<file path="config.mk">
export PLATFORM = sky130hd
export DESIGN_NAME = sram_async_ctl
export DESIGN_NICKNAME = d
export VERILOG_FILES = /design/src/rtl/sram_ctl_pkg.sv /design/src/rtl/sram_cyc_timer.sv /design/src/rtl/sram_cyc_fsm.sv /design/src/rtl/sram_cyc_dpath.sv /design/src/rtl/sram_async_ctl.sv
export SDC_FILE = /design/constraint.sdc
export NUM_CORES = 1
export LEC_CHECK = 0
export BUFFER_PORTS_ARGS = -buffer_cell sky130_fd_sc_hd__buf_2
export CORE_ASPECT_RATIO = 0.8
export CORE_MARGIN = 2
export CORE_UTILIZATION = 30
export DETAILED_ROUTE_END_ITERATION = 12
export GPL_ROUTABILITY_DRIVEN = 1
export GPL_TIMING_DRIVEN = 0
export HOLD_SLACK_MARGIN = 0.02
export MAX_ROUTING_LAYER = met4
export SETUP_SLACK_MARGIN = 0.5
export SKIP_LAST_GASP = 1
export SLEW_MARGIN = 20
export SYNTH_ARGS = -nofsm -noshare
export SYNTH_HDL_FRONTEND = slang
export SYNTH_SLANG_ARGS = --single-unit
</file>
<file path="constraint.sdc">
create_clock -name clk -period 3.5 [get_ports clk]
set_input_delay 0.175 -clock clk [delete_from_list [all_inputs] [get_ports clk]]
set_output_delay 0.175 -clock clk [all_outputs]
set_load 0.005 [all_outputs]
</file>
<file path="src/rtl/sram_ctl_pkg.sv">
package sram_ctl_pkg;

    typedef enum logic [2:0] {
        ST_IDLE,
        ST_READ,
        ST_WRITE,
        ST_TURN,
        ST_SLEEP,
        ST_WAKE
    } seq_state_e;

    // Pin strobes in positive logic; the top inverts the active-low ones.
    typedef struct packed {
        logic sel;
        logic oe;
        logic we;
        logic drive;
    } strobe_t;

    localparam strobe_t STRB_OFF   = '{sel: 1'b0, oe: 1'b0, we: 1'b0, drive: 1'b0};
    localparam strobe_t STRB_READ  = '{sel: 1'b1, oe: 1'b1, we: 1'b0, drive: 1'b0};
    localparam strobe_t STRB_WRITE = '{sel: 1'b1, oe: 1'b0, we: 1'b1, drive: 1'b1};

    // Round a time in ns up to whole clock cycles, at least one.
    function automatic int ns_to_cyc(input longint ns, input int period_ps);
        longint ps;
        longint c;
        ps = ns * 64'd1000;
        c  = (ps + longint'(period_ps) - 1) / longint'(period_ps);
        if (c < 1) c = 1;
        return int'(c);
    endfunction

    function automatic int max2(input int a, input int b);
        return (a > b) ? a : b;
    endfunction

endpackage

</file>
<file path="src/rtl/sram_cyc_timer.sv">
module sram_cyc_timer #(
    parameter int CNT_W = 8
) (
    input  logic             clk,
    input  logic             rst,
    input  logic             load,
    input  logic [CNT_W-1:0] load_val,
    output logic             zero
);
    logic [CNT_W-1:0] cnt_q;

    always_ff @(posedge clk) begin
        if (rst) begin
            cnt_q <= '0;
        end else if (load) begin
            cnt_q <= load_val;
        end else if (cnt_q != '0) begin
            cnt_q <= cnt_q - 1'b1;
        end
    end

    assign zero = (cnt_q == '0);
endmodule

</file>
<file path="src/rtl/sram_cyc_fsm.sv">
module sram_cyc_fsm
    import sram_ctl_pkg::*;
#(
    parameter int WR_CYC    = 10,
    parameter int RD_CYC    = 14,
    parameter int TURN_CYC  = 5,
    parameter int RECOV_CYC = 50,
    parameter int CNT_W     = 8
) (
    input  logic             clk,
    input  logic             rst,
    input  logic             req_valid,
    input  logic             req_write,
    input  logic             pwr_down,
    input  logic             tmr_zero,
    output logic             req_ready,
    output logic             accept,
    output logic             tmr_load,
    output logic [CNT_W-1:0] tmr_val,
    output logic             capture,
    output strobe_t          strb,
    output seq_state_e       state
);
    localparam logic [CNT_W-1:0] WR_LD    = CNT_W'(WR_CYC - 1);
    localparam logic [CNT_W-1:0] RD_LD    = CNT_W'(RD_CYC - 1);
    localparam logic [CNT_W-1:0] TURN_LD  = CNT_W'(TURN_CYC - 1);
    localparam logic [CNT_W-1:0] RECOV_LD = CNT_W'(RECOV_CYC - 1);

    seq_state_e state_q, state_d;
    strobe_t    strb_q, strb_d;

    always_comb begin
        state_d   = state_q;
        strb_d    = strb_q;
        tmr_load  = 1'b0;
        tmr_val   = '0;
        capture   = 1'b0;
        req_ready = (state_q == ST_IDLE) && !pwr_down && !rst;
        accept    = req_ready && req_valid;
        unique case (state_q)
            ST_IDLE: begin
                if (pwr_down) begin
                    state_d = ST_SLEEP;
                    strb_d  = STRB_OFF;
                end else if (req_valid) begin
                    tmr_load = 1'b1;
                    if (req_write) begin
                        state_d = ST_WRITE;
                        tmr_val = WR_LD;
                        strb_d  = STRB_WRITE;
                    end else begin
                        state_d = ST_READ;
                        tmr_val = RD_LD;
                        strb_d  = STRB_READ;
                    end
                end
            end
            ST_READ: begin
                if (tmr_zero) begin
                    capture  = 1'b1;
                    strb_d   = STRB_OFF;
                    state_d  = ST_TURN;
                    tmr_load = 1'b1;
                    tmr_val  = TURN_LD;
                end
            end
            ST_WRITE: begin
                if (tmr_zero) begin
                    strb_d  = STRB_OFF;
                    state_d = ST_IDLE;
                end
            end
            ST_TURN: begin
                if (tmr_zero) state_d = ST_IDLE;
            end
            ST_SLEEP: begin
                strb_d = STRB_OFF;
                if (!pwr_down) begin
                    state_d  = ST_WAKE;
                    tmr_load = 1'b1;
                    tmr_val  = RECOV_LD;
                end
            end
            ST_WAKE: begin
                if (pwr_down)      state_d = ST_SLEEP;
                else if (tmr_zero) state_d = ST_IDLE;
            end
            default: begin
                state_d = ST_IDLE;
                strb_d  = STRB_OFF;
            end
        endcase
    end

    always_ff @(posedge clk) begin
        if (rst) begin
            state_q <= ST_IDLE;
            strb_q  <= STRB_OFF;
        end else begin
            state_q <= state_d;
            strb_q  <= strb_d;
        end
    end

    assign strb  = strb_q;
    assign state = state_q;
endmodule

</file>
<file path="src/rtl/sram_cyc_dpath.sv">
module sram_cyc_dpath #(
    parameter int ADDR_W = 17,
    parameter int DATA_W = 8
) (
    input  logic              clk,
    input  logic              rst,
    input  logic              accept,
    input  logic              capture,
    input  logic [ADDR_W-1:0] req_addr,
    input  logic [DATA_W-1:0] req_wdata,
    input  logic [DATA_W-1:0] ram_dq_i,
    output logic [ADDR_W-1:0] ram_addr,
    output logic [DATA_W-1:0] ram_dq_o,
    output logic              rsp_valid,
    output logic [DATA_W-1:0] rsp_data
);
    always_ff @(posedge clk) begin
        if (rst) begin
            ram_addr  <= '0;
            ram_dq_o  <= '0;
            rsp_valid <= 1'b0;
            rsp_data  <= '0;
        end else begin
            if (accept) begin
                ram_addr <= req_addr;
                ram_dq_o <= req_wdata;
            end
            rsp_valid <= capture;
            if (capture) rsp_data <= ram_dq_i;
        end
    end
endmodule

</file>
<file path="src/rtl/sram_async_ctl.sv">
module sram_async_ctl
    import sram_ctl_pkg::*;
#(
    parameter int CLK_PS     = 4000,
    parameter bit FAST_GRADE = 1'b1,
    parameter int RECOV_NS   = 5000000,
    parameter int ADDR_W     = 17,
    parameter int DATA_W     = 8
) (
    input  logic              clk,
    input  logic              rst,
    input  logic              req_valid,
    output logic              req_ready,
    input  logic              req_write,
    input  logic [ADDR_W-1:0] req_addr,
    input  logic [DATA_W-1:0] req_wdata,
    output logic              rsp_valid,
    output logic [DATA_W-1:0] rsp_data,
    input  logic              pwr_down,
    output logic [ADDR_W-1:0] ram_addr,
    output logic              ram_sel_n,
    output logic              ram_sel,
    output logic              ram_oe_n,
    output logic              ram_we_n,
    output logic [DATA_W-1:0] ram_dq_o,
    output logic              ram_dq_oe,
    input  logic [DATA_W-1:0] ram_dq_i
);
    // Grade-dependent minimums (ns).
    localparam int T_WP  = FAST_GRADE ? 40 : 50;
    localparam int T_DW  = FAST_GRADE ? 25 : 30;
    localparam int T_RC  = FAST_GRADE ? 55 : 70;
    localparam int T_AA  = FAST_GRADE ? 55 : 70;
    localparam int T_OE  = FAST_GRADE ? 30 : 35;
    localparam int T_OHZ = FAST_GRADE ? 20 : 25;

    localparam int WR_CYC    = max2(ns_to_cyc(T_WP, CLK_PS), ns_to_cyc(T_DW, CLK_PS));
    localparam int RD_CYC    = max2(max2(ns_to_cyc(T_RC, CLK_PS), ns_to_cyc(T_AA, CLK_PS)),
                                    ns_to_cyc(T_OE, CLK_PS));
    localparam int TURN_CYC  = ns_to_cyc(T_OHZ, CLK_PS);
    localparam int RECOV_CYC = ns_to_cyc(RECOV_NS, CLK_PS);
    localparam int MAX_CYC   = max2(max2(WR_CYC, RD_CYC), max2(TURN_CYC, RECOV_CYC));
    localparam int CNT_W     = $clog2(MAX_CYC + 1);

    logic             accept;
    logic             capture;
    logic             tmr_load;
    logic             tmr_zero;
    logic [CNT_W-1:0] tmr_val;
    strobe_t          strb;
    seq_state_e       state;

    sram_cyc_timer #(.CNT_W(CNT_W)) u_timer (
        .clk      (clk),
        .rst      (rst),
        .load     (tmr_load),
        .load_val (tmr_val),
        .zero     (tmr_zero)
    );

    sram_cyc_fsm #(
        .WR_CYC    (WR_CYC),
        .RD_CYC    (RD_CYC),
        .TURN_CYC  (TURN_CYC),
        .RECOV_CYC (RECOV_CYC),
        .CNT_W     (CNT_W)
    ) u_fsm (
        .clk       (clk),
        .rst       (rst),
        .req_valid (req_valid),
        .req_write (req_write),
        .pwr_down  (pwr_down),
        .tmr_zero  (tmr_zero),
        .req_ready (req_ready),
        .accept    (accept),
        .tmr_load  (tmr_load),
        .tmr_val   (tmr_val),
        .capture   (capture),
        .strb      (strb),
        .state     (state)
    );

    sram_cyc_dpath #(.ADDR_W(ADDR_W), .DATA_W(DATA_W)) u_dpath (
        .clk       (clk),
        .rst       (rst),
        .accept    (accept),
        .capture   (capture),
        .req_addr  (req_addr),
        .req_wdata (req_wdata),
        .ram_dq_i  (ram_dq_i),
        .ram_addr  (ram_addr),
        .ram_dq_o  (ram_dq_o),
        .rsp_valid (rsp_valid),
        .rsp_data  (rsp_data)
    );

    assign ram_sel_n = ~strb.sel;
    assign ram_sel   =  strb.sel;
    assign ram_oe_n  = ~strb.oe;
    assign ram_we_n  = ~strb.we;
    assign ram_dq_oe =  strb.drive;
endmodule

</file>
Word-level counts from Yosys, hierarchy flattened
Index checks and enable logic that the tools add are counted.
W data, S select, Z words.
{"block": "totals", "ff_bits": 62, "inputBits": 38, "word_cells": 65}
{"block": "op_classes", "add_sub_neg": 1, "n_eq_ne": 9, "n_mux": 27, "n_bitwise": 4, "n_reduce_logical": 14}
{"operator": "$mux W21", "n": 5}
{"operator": "$pmux W21 S3", "n": 1}
{"operator": "$mux W3", "n": 9}
{"operator": "$logic_not A21 Y1", "n": 1}
{"operator": "$reduce_bool A21 Y1", "n": 1}
{"operator": "$sub A21 B1 Y21 const B", "n": 1}
{"operator": "$pmux W3 S5", "n": 1}
{"operator": "$mux W4", "n": 3}
{"operator": "$pmux W4 S3", "n": 1}
{"operator": "$eq A3 B2 Y1 const B", "n": 2}
{"operator": "$eq A3 B3 Y1 const B", "n": 2}
{"operator": "$reduce_and A3 Y1", "n": 2}
{"operator": "$reduce_or A2 Y1", "n": 3}
{"operator": "$mux W1", "n": 5}
{"operator": "$ne A2 B2 Y1 const B", "n": 2}
{"operator": "$not A1 Y1", "n": 4}
{"operator": "$eq A3 B1 Y1 const B", "n": 1}
{"operator": "$logic_and A1 B1 Y1", "n": 3}
{"operator": "$logic_not A3 Y1", "n": 1}
{"operator": "$ne A3 B3 Y1 const B", "n": 1}
{"operator": "$pmux W1 S3", "n": 1}
{"operator": "$logic_not A1 Y1", "n": 2}
{"operator": "$mux W2", "n": 1}
{"operator": "$ne A2 B1 Y1 const B", "n": 1}
{"operator": "$reduce_bool A2 Y1", "n": 1}

Logic depth before layout (Yosys ltp)
Gate-level depths: netlist (run 1).
{"block": "depth", "ltp_word": 5, "ltp_mapped": 8, "depth_no_buf": 7}

By module
A second synthesis (run 1) with hierarchy kept.
{"block": "hier_totals", "cells_unflattened": 325, "area_unflattened_um2": 2957.8}
{"module": "sram_cyc_dpath", "instances": 1, "cells_per_inst": 109, "area_per_inst_um2": 1217.4, "seq_area_each_um2": 680.7}
{"module": "sram_cyc_timer", "instances": 1, "cells_per_inst": 140, "area_per_inst_um2": 1157.4, "seq_area_each_um2": 420.4}
{"module": "sram_cyc_fsm", "instances": 1, "cells_per_inst": 73, "area_per_inst_um2": 571.8, "seq_area_each_um2": 120.1}
{"module": "sram_async_ctl", "instances": 1, "cells_per_inst": 3, "area_per_inst_um2": 11.3, "seq_area_each_um2": 0.0}

Worst setup path after synthesis (run 1)
No wires, ideal clock.
{"block": "synth_timing", "path_type": "flip-flop to flip-flop", "from": "reg u_timer.cnt_q[10]", "to": "reg u_timer.cnt_q[20]", "setup_ns": 0.121, "arrival_time_ns": 2.251, "required_ns": 3.379, "setup_slack_ns": 1.128, "path_stages_with_launch": 7, "n_path_buf": 1, "period_less_slack_ns": 2.372, "cell_sequence": "dfxtp_1 or4_4 or4_4 buf_6 nor4_4 a21oi_2 a21boi_1"}
{"block": "synth_between", "elab_chain_len": 4, "elab_cells_between_ends": 8}
{"item": "start: declaration", "line": "sram_cyc_timer.sv:10", "text": "logic [CNT_W-1:0] cnt_q;"}
{"item": "start signal: assignment", "line": "sram_cyc_timer.sv:16", "text": "cnt_q <= load_val;"}
{"item": "start signal: assignment", "line": "sram_cyc_timer.sv:18", "text": "cnt_q <= cnt_q - 1'b1;"}
{"item": "branches (longest 4 deep; another with $sub A21 B1 Y21)"}
Several ways; the timed one is not identified. The select of a mux whose other input is x is not followed.
A chain may end at the register's enable or synchronous reset.

Worst setup path in the final report (run 1)
{"block": "layout_timing", "from": "reg u_timer.cnt_q[10]", "to": "reg u_timer.cnt_q[9]"}
{"block": "layout_between", "elab_chain_len": 4, "elab_cells_between_ends": 6}
{"item": "$logic_not A21 Y1", "line": "sram_cyc_timer.sv:22", "text": "assign zero = (cnt_q == '0);"}
{"item": "$mux W1", "line": "sram_cyc_fsm.sv:59", "text": "if (tmr_zero) begin"}
{"item": "$pmux W1 S3", "line": "sram_cyc_fsm.sv:40", "text": "unique case (state_q)"}
{"item": "$mux W21 / $reduce_bool A2 Y1 (equally long branches)"}
Parallel ways exist; a longest one is shown, timed or not.

==> results of run 1 <==
[cells in the mapped netlist, drive strengths merged, types with 3 or more instances]
| master | count | area share (%) |
|---|---|---|
| nand2 | 65 | 8.8 |
| dfxtp | 61 | 44 |
| a21oi | 37 | 6.8 |
| nor2 | 26 | 3.5 |
| clkbuf | 19 | 2.6 |
| mux2i | 15 | 5.4 |
| nand3 | 9 | 1.6 |
| nand2b | 7 | 1.6 |
| nor3 | 7 | 1.7 |
| o21ai | 7 | 1.3 |
| or4 | 7 | 2.2 |
| a211oi | 6 | 1.6 |
| inv | 6 | 0.81 |
| or3 | 6 | 1.4 |
| nor4 | 5 | 1.9 |
| o21a | 5 | 1.4 |
| nand4 | 4 | 0.90 |
| o31ai | 4 | 1.1 |
| a21boi | 3 | 0.81 |
| a311oi | 3 | 0.95 |
| a31oi | 3 | 0.68 |
[worst register-to-register path: stages (launching register included)]
cell and delay [ps]:
dfxtp_1 350, or4_4 590, or4_4 540, buf_6 150, o311ai_2 660, a311o_1 240, o221ai_1 110
[routing by layer]
metal	vias up	GRT usage (%)	share of wire (%)
li1	1371	-	-
met3	7	4.92	6.4
met4	0	4.73	1.3
met2	88	21.6	43
met1	1234	19.6	49
met5	-	-	0
[final cells by class]
cell class                      count  area, um^2  share of cell area [%]
Sequential cell                    61        1220                    33.7
Buffer                             21        86.3                    2.38
Tap cell                          115         144                    3.97
Clock buffer                       10         239                    6.59
Multi-Input combinational cell    246        1450                    39.9
Timing Repair Buffer               76         380                    10.5
Clock inverter                      6        86.3                    2.38
Inverter                            6        22.5                   0.621
[worst paths after layout]
check	slack [ps]	endpoint
worst max-delay path	710	u_timer.cnt_q[9]$_SDFFE_PP0P_
worst min-delay path	80	u_dpath.rsp_data[4]$_SDFFE_PP0P_
worst max register to register	710	u_timer.cnt_q[9]$_SDFFE_PP0P_
worst min register to register	450	u_dpath.ram_addr[3]$_SDFFE_PP0P_
[state kept, by name (all words and copies together) (netlist names)]
name,flops
u_fsm.state,3
u_dpath.rsp_data,8
u_fsm.strb,3
u_timer.cnt_q,21
u_dpath.ram_addr,17
u_dpath.rsp_valid,1
u_dpath.ram_dq_o,8
[cell families (layout without fill, tap and decap cells)]
logic type | count (synthesis) | after routing
AO/OA/AOI/OAI | 82 | 82
XOR/XNOR | 4 | 4
adder cells (fa/ha/maj) | 1 | 1
buffers and inverters | 27 | 119
flip-flops | 61 | 61
multiplexers | 15 | 15
AND/OR/NAND/NOR | 144 | 144
[per-stage QoR]
stage          util, %  setup slack (ps)  instance area [um^2]  power, mW  hold slack (ps)
6_report          40.1               707                  3630       3.31             77.1
2_1_floorplan        -              1130                  2780       2.02              311
4_1_cts           40.1               722                  3630       3.32             67.7
5_1_grt           40.1               613                  3630       3.53             67.2
3_3_place_gp      36.5               774                  3300       2.34              403
3_5_place_dp      36.5               713                  3300       2.35              417
[report_power, final]
group          total (mW)  switching, mW  leakage [nW]  internal (mW)
sequential          0.978          0.132         0.497          0.846
combinational        1.38          0.806         0.861          0.571
clock               0.955          0.314         0.158          0.640
total                3.31           1.25          1.52           2.06
==> summary.txt, run 1 <==
Placed design
  • Cells after DPL: 525
  • I/O Buffers: 76
  • Hpwl dp: between 5000 and 6000 um
  • GP Congestion: a little over 0.9

Synth
  • Top_reg_cell synth: dfxtp_1
  • Mux share of post-synthesis cell area: 5.41%
  • Post-Synthesis Cells: between 300 and 400
  • Simple-gate share of the synthesized area: 25.6%
  • Yosys reg bits: 61
  • Syn avg cell area: 8.32 um^2
  • Seq/Total Area, Yosys: 44.0%
  • Ys async rst share: 0%
  • Synth Cell Area: roughly 2800 um^2
  • Post-Synthesis Net Count: approximately 370
  • Synth Area in XOR/XNOR: 1.26%
  • EDFF count, synth: 0
  • Largest family of logic cells by synthesized area: simple AND/OR/NAND/NOR gates
  • Compound-Gate Fraction of Synth Area: between 15 and 20%
  • Synth warn: 0
  • Post-Synth Adder-Cell Area: less than 1%
  • Synth unique cells: 51

Critical path
  • WP buf/inv: 1
  • CP top delay family: simple AND/OR/NAND/NOR gates
  • CP Capture Type: register
  • CP peak stage delay: roughly 650 ps
  • CP Depth: 6
  • Crit path cell chain: or4_4 > or4_4 > buf_6 > o311ai_2 > a311o_1 > o221ai_1
  • Required time worst endpoint: ~3700 ps
  • Startpoint class of the critical path: register
  • Worst setup path startpoint: u_timer.cnt_q[10]$_SDFFE_PP0P_
  • Critical path class: reg -> reg
  • Origin of the critical flop-to-flop path: u_timer.cnt_q[10]$_SDFFE_PP0P_
  • Most used cell, CP: or4_4
  • Reg2reg path depth: 6
  • Worst-path fanout max: 7
  • Slowest stage cell, crit path: o311ai_2
  • Critical path arrival: between 2000 and 3000 ps

Floorplanning
  • Die H: about 90 um
  • Row cnt: 31
  • I/O pins: about 80
  • Starting Density: 30.7%
  • Die extent in x: about 110 um
  • Die Footprint: ~10000 um^2
  • Core region area: approximately 9000 um^2

Timing
  • Max Clock Skew: about 5.3 ps
  • Max Slew Vio Count: 0
  • Tcrit/Tclk final: 79.8%
  • TNS Setup: 0 ps
  • Slew @ Worst Pin: 946 ps
  • Fmax: between 300 and 400 MHz
  • Unrepaired setup endpoints after global routing: false
  • Final hold vios: 0
  • Final setup viols: 0
  • Min cycle time layout: between 2000 and 3000 ps
  • Relative slew margins: 36.4%

Detailed routing
  • DRT antenna net count: 0
  • Via count: 2700
  • Detailed Routing Iterations Pass 1: 4
  • DR iter-0 viols: 125
  • DRC viols: 0
  • Vias/cell: roughly 5
  • WL/cell: between 10 and 15 um
  • Routed wire length: slightly above 7000 um

GRT
  • Initial antenna violation count: 0
  • Largest net degree at the start of global routing: 12
  • GRT Overall Usage: between 10% and 20%
  • Vias in the first global route: about 2500
  • First-pass GRT wire length: ~12000 um
  • Congestion Overflow GR: 0

Flow run
  • Max-cap violations: 0

Hold path
  • Hold Crit Start: ram_dq_i[4]
  • Worst Hold Depth: 3
  • Hold crit path type: in -> reg

Final layout
  • Synth-to-Final Area Change: 30.6%
  • Fill count: 930
  • Commonest non-fill, non-tap cells in the layout: buf_2, nand2_1, dfxtp_1
  • Diodes inserted: 0
  • Final cell count without fillers: ~540
  • Layout cells sized above 1: between 20% and 30%
  • Layout Nets: 460
  • Commonest non-fill, non-tap cell in the layout: buf_2

Clock network
  • # H-tree levels: 3
  • Max clock buf depth: 2
  • Resize count post-CTS: 0
  • Hold-fix buffers at CTS: 0
  • Setup bufs post-CTS: 0
  • Later-pin clock latency in the skew report: roughly 330 ps
  • Root cell of the clock tree: clkbuf_16
  • Clk sinks: slightly above 60
  • CTS tree: done
  • Worst-path clk slew: approximately 50 ps
  • Inserted Clock Buffers: 9

Power and ir drop
  • LEAKAGE: 1.52 nW
  • Max VDD drop: ~0.00035 V
  • Pwr Density: about 910 nW/um^2

Outcome
  • Outcome: finished clean
No activity file was read; power rests on OpenSTA's default activity.
==> run 2, diff against run 1 <==
--- a/config.mk
+++ b/config.mk
@@ -5,6 +5,7 @@
 export SDC_FILE = /design/constraint.sdc
 export NUM_CORES = 1
 export LEC_CHECK = 0
+export ABC_AREA = 1
 export BUFFER_PORTS_ARGS = -buffer_cell sky130_fd_sc_hd__buf_2
 export CORE_ASPECT_RATIO = 0.8
 export CORE_MARGIN = 2
==> constraint.sdc (replaced) <==
create_clock -name clk -period 2.6 [get_ports clk]
set_input_delay 0.13 -clock clk [delete_from_list [all_inputs] [get_ports clk]]
set_output_delay 0.13 -clock clk [all_outputs]
set_load 0.005 [all_outputs]
==> run 2 against run 1 <==
Effect of this change: first-iteration DRC count fell by 0.80%; clock skew grew 1.7 ps; combinational power up 33%; fmax is 58% higher; clock power is 13% higher; sequential power is 36% higher; die area is 3.9% higher; area after synthesis is 4.1% higher; cell count increased by 11%; critical path type unchanged; critical endpoint is now u_timer.cnt_q[2]$_SDFFE_PP0P_; largest power group unchanged.
==> summary.txt, run 2 <==
Final layout
  • Diodes inserted: 0 (unchanged)
  • Final Cell Area: 3740 um^2 (was 3630 um^2)
  • Commonest non-fill, non-tap cells in the layout: nor2_1, buf_2, dfxtp_1 (was buf_2, nand2_1, dfxtp_1)
  • Biggest regs: u_timer.cnt_q (21), u_dpath.ram_addr (17) (unchanged)
  • Final core utilization: 39.4% (was 40.1%)
  • Commonest non-fill, non-tap cell in the layout: nor2_1 (was buf_2)
  • Layout cells sized above 1: 29.5% (was 24.6%)
  • Layout Nets: 516 (was 460)
  • Synth-to-Final Area Change: 29.4% (was 30.6%)
  • Max reg flops: 21 (unchanged)
  • Largest reg by FF count: u_timer.cnt_q (unchanged)

Clock network
  • Root cell of the clock tree: clkbuf_16 (unchanged)
  • Max clock buf depth: 2 (unchanged)
  • Hold-fix buffers at CTS: 4 (was 0)
  • CTS tree: done (unchanged)
  • Clk sinks: 61 (unchanged)
  • Worst-path clk slew: 50 ps (about the same)
  • Setup bufs post-CTS: 0 (unchanged)
  • Later-pin clock latency in the skew report: 330 ps (about the same)
  • Inserted Clock Buffers: 9 (unchanged)
  • Resize count post-CTS: 0 (unchanged)
  • # H-tree levels: 3 (unchanged)

Timing
  • Final hold vios: 0 (unchanged)
  • Tcrit/Tclk final: 68.1% (was 79.8%)
  • Final setup viols: 0 (unchanged)
  • Relative slew margins: 50.3% (was 36.4%)
  • Min cycle time layout: 1770 ps (was 2790 ps)
  • Fmax: 565 MHz (was 358 MHz)
  • Max Slew Vio Count: 0 (unchanged)
  • Hold Slack: 26.4 ps (was 77.1 ps)
  • Unrepaired setup endpoints after global routing: false (unchanged)
  • Slew @ Worst Pin: 746 ps (was 946 ps)
  • Max Clock Skew: 6.99 ps (was 5.30 ps)
  • TNS Setup: 0 ps (unchanged)

Synth
  • Area leader, netlist: dfxtp_1 (unchanged)
  • Commonest cells post-synth: nor2_1, dfxtp_1, nand2_1 (was nand2_1, dfxtp_1, a21oi_1)
  • Synth Area in XOR/XNOR: 3.64% (was 1.26%)
  • Compound-Gate Fraction of Synth Area: 13.9% (was 19.4%)
  • EDFF count, synth: 0 (unchanged)
  • Yosys top cell area share: 42.3% (was 44.0%)
  • Yosys reg bits: 61 (unchanged)
  • Top_reg_cell synth: dfxtp_1 (unchanged)
  • Ys async rst share: 0% (unchanged)
  • Largest cells by area after synthesis: dfxtp_1, nor2_1, nand2_1 (was dfxtp_1, nand2_1, a21oi_1)
  • Largest family of logic cells by synthesized area: simple AND/OR/NAND/NOR gates (unchanged)
  • Syn avg cell area: 7.51 um^2 (was 8.32 um^2)
  • Post-Synthesis Cells: 385 (was 334)
  • Synth unique cells: 29 (was 51)
  • Seq/Total Area, Yosys: 42.3% (was 44.0%)
  • Synth warn: 0 (unchanged)
  • Synth Cell Area: 2890 um^2 (was 2780 um^2)
  • Count leader, synth: nor2_1 (was nand2_1)
  • Simple-gate share of the synthesized area: 33.6% (was 25.6%)
  • Post-Synthesis Net Count: 424 (was 373)
  • Mux share of post-synthesis cell area: 0% (was 5.41%)
  • Post-Synth Adder-Cell Area: 0.433% (was 0.450%)

Floorplanning
  • Die Footprint: 10400 um^2 (was 10000 um^2)
  • Row cnt: 32 (was 31)
  • Die extent in x: 114 um (was 112 um)
  • Die H: 91.8 um (was 90.1 um)
  • Core region area: 9490 um^2 (was 9040 um^2)
  • I/O pins: 78 (unchanged)
  • Starting Density: 30.5% (was 30.7%)

Critical path
  • CP Capture Type: register (unchanged)
  • R2R Setup Slk: 830 ps (was 710 ps)
  • Worst-path fanout max: 10 (was 7)
  • Startpoint class of the critical path: register (unchanged)
  • Critical path class: reg -> reg (unchanged)
  • Required time worst endpoint: 2780 ps (was 3670 ps)
  • Reg2reg path depth: 10 (was 6)
  • Origin of the critical flop-to-flop path: u_timer.cnt_q[0]$_SDFFE_PP0P_ (was u_timer.cnt_q[10]$_SDFFE_PP0P_)
  • Reg2reg end: u_timer.cnt_q[2]$_SDFFE_PP0P_ (was u_timer.cnt_q[9]$_SDFFE_PP0P_)
  • Critical path arrival: 1950 ps (was 2970 ps)

Detailed routing
  • DRT antenna net count: 0 (unchanged)
  • DRC viols: 0 (unchanged)
  • Met3 WL: 307 um (was 466 um)
  • Vias/cell: 4.51 (was 4.99)
  • Uppermost layer routed: met4 (unchanged)
  • Met2 Routed Length: 3210 um (was 3120 um)
  • Detailed Routing Iterations Pass 1: 4 (unchanged)
  • Routed wire length: 7080 um (was 7230 um)
  • Via count: 2708 (was 2700)
  • DR iter-0 viols: 124 (was 125)
  • Wl on met1: 3470 um (was 3560 um)
  • WL/cell: 11.8 um (was 13.4 um)

Placed design
  • GP Congestion: 0.866 (was 0.917)
  • Placed Area: 3420 um^2 (was 3300 um^2)
  • Hpwl dp: 5300 um (was 5330 um)
  • I/O Buffers: 77 (was 76)

GRT
  • GRT Overall Usage: 15.0% (was 14.9%)
  • First-pass GRT wire length: 12100 um (was 11800 um)
  • Congestion Overflow GR: 0 (unchanged)
  • Initial antenna violation count: 0 (unchanged)
  • Vias in the first global route: 2596 (was 2462)
  • Largest net degree at the start of global routing: 13 (was 12)

Outcome
  • Outcome: finished clean (unchanged)

Hold path
  • Min-Delay Endpoint: u_dpath.ram_dq_o[5]$_SDFFE_PP0P_ (was u_dpath.rsp_data[4]$_SDFFE_PP0P_)
  • Hold crit path type: in -> reg (unchanged)
  • Hold Crit Start: req_wdata[5] (was ram_dq_i[4])
  • Worst Hold Depth: 3 (unchanged)

Power and ir drop
  • LEAKAGE: 1.75 nW (was 1.52 nW)
  • Max VDD drop: 0.000403 V (was 0.000345 V)
  • Pwr Density: 1130 nW/um^2 (was 912 nW/um^2)

Flow run
  • Max-cap violations: 0 (unchanged)
run 2: metrics by stage:
step           total power [mW]  setup WS, ps  std cells
2_1_floorplan              2.75          1080        385
5_1_grt                    4.63           691        601
4_1_cts                    4.28           816        601
3_3_place_gp               3.14           866        581
3_5_place_dp               3.16           830        581
6_report                   4.24           830        601
run 2: layer usage:
metal | GRT usage, % | up-vias
li1 | - | 1407
met1 | 19.3 | 1226
met2 | 22.7 | 62
met3 | 4.36 | 13
met4 | 4.98 | 0
met5 | - | -
run 2: cell type report:
| cell class | count | area (um^2) |
|---|---|---|
| Sequential cell | 61 | 1220 |
| Clock inverter | 7 | 50.0 |
| Clock buffer | 9 | 225 |
| Inverter | 30 | 115 |
| Timing Repair Buffer | 81 | 425 |
| Fill cell | 979 | 5750 |
| Buffer | 12 | 62.6 |
| Multi-Input combinational cell | 282 | 1490 |
| Tap cell | 119 | 149 |
run 2: logic make-up after synthesis:
family,after synthesis
xor gates and xnor gates,12
DFF,61
buffers and inverters,42
AOI/OAI and AO/OA,71
and+or+nand+nor,198
adders and majority gates,1
run 2: where the power goes:
group	switching [mW]	internal, mW	leakage (nW)
Combinational	1.15	0.683	1.12
Sequential	0.178	1.15	0.498
Clock	0.432	0.646	0.128
Total	1.76	2.48	1.75
run 2: worst max-delay path by stage:
stage	from	slack, ps	cells after the start	endpoint
after floorplan	u_timer.cnt_q[0]$_SDFFE_PP0P_	1080	10	u_timer.cnt_q[2]$_SDFFE_PP0P_
after global placement	u_timer.cnt_q[0]$_SDFFE_PP0P_	870	10	u_timer.cnt_q[2]$_SDFFE_PP0P_
after detailed placement	u_timer.cnt_q[0]$_SDFFE_PP0P_	830	10	u_timer.cnt_q[2]$_SDFFE_PP0P_
after CTS	u_timer.cnt_q[0]$_SDFFE_PP0P_	820	10	u_timer.cnt_q[2]$_SDFFE_PP0P_
after global routing	u_timer.cnt_q[0]$_SDFFE_PP0P_	690	10	u_timer.cnt_q[2]$_SDFFE_PP0P_
final	u_timer.cnt_q[0]$_SDFFE_PP0P_	830	10	u_timer.cnt_q[2]$_SDFFE_PP0P_
run 2: worst max-delay path: stages (launching register included):
cell and delay, ps:
dfxtp_1 340, inv_1 80, ha_1 190, nand2_2 110, nor2_4 170, nand2_2 100, nor2_4 150, nand2_1 110
buf_2 210, nand4_1 110, a21oi_2 60
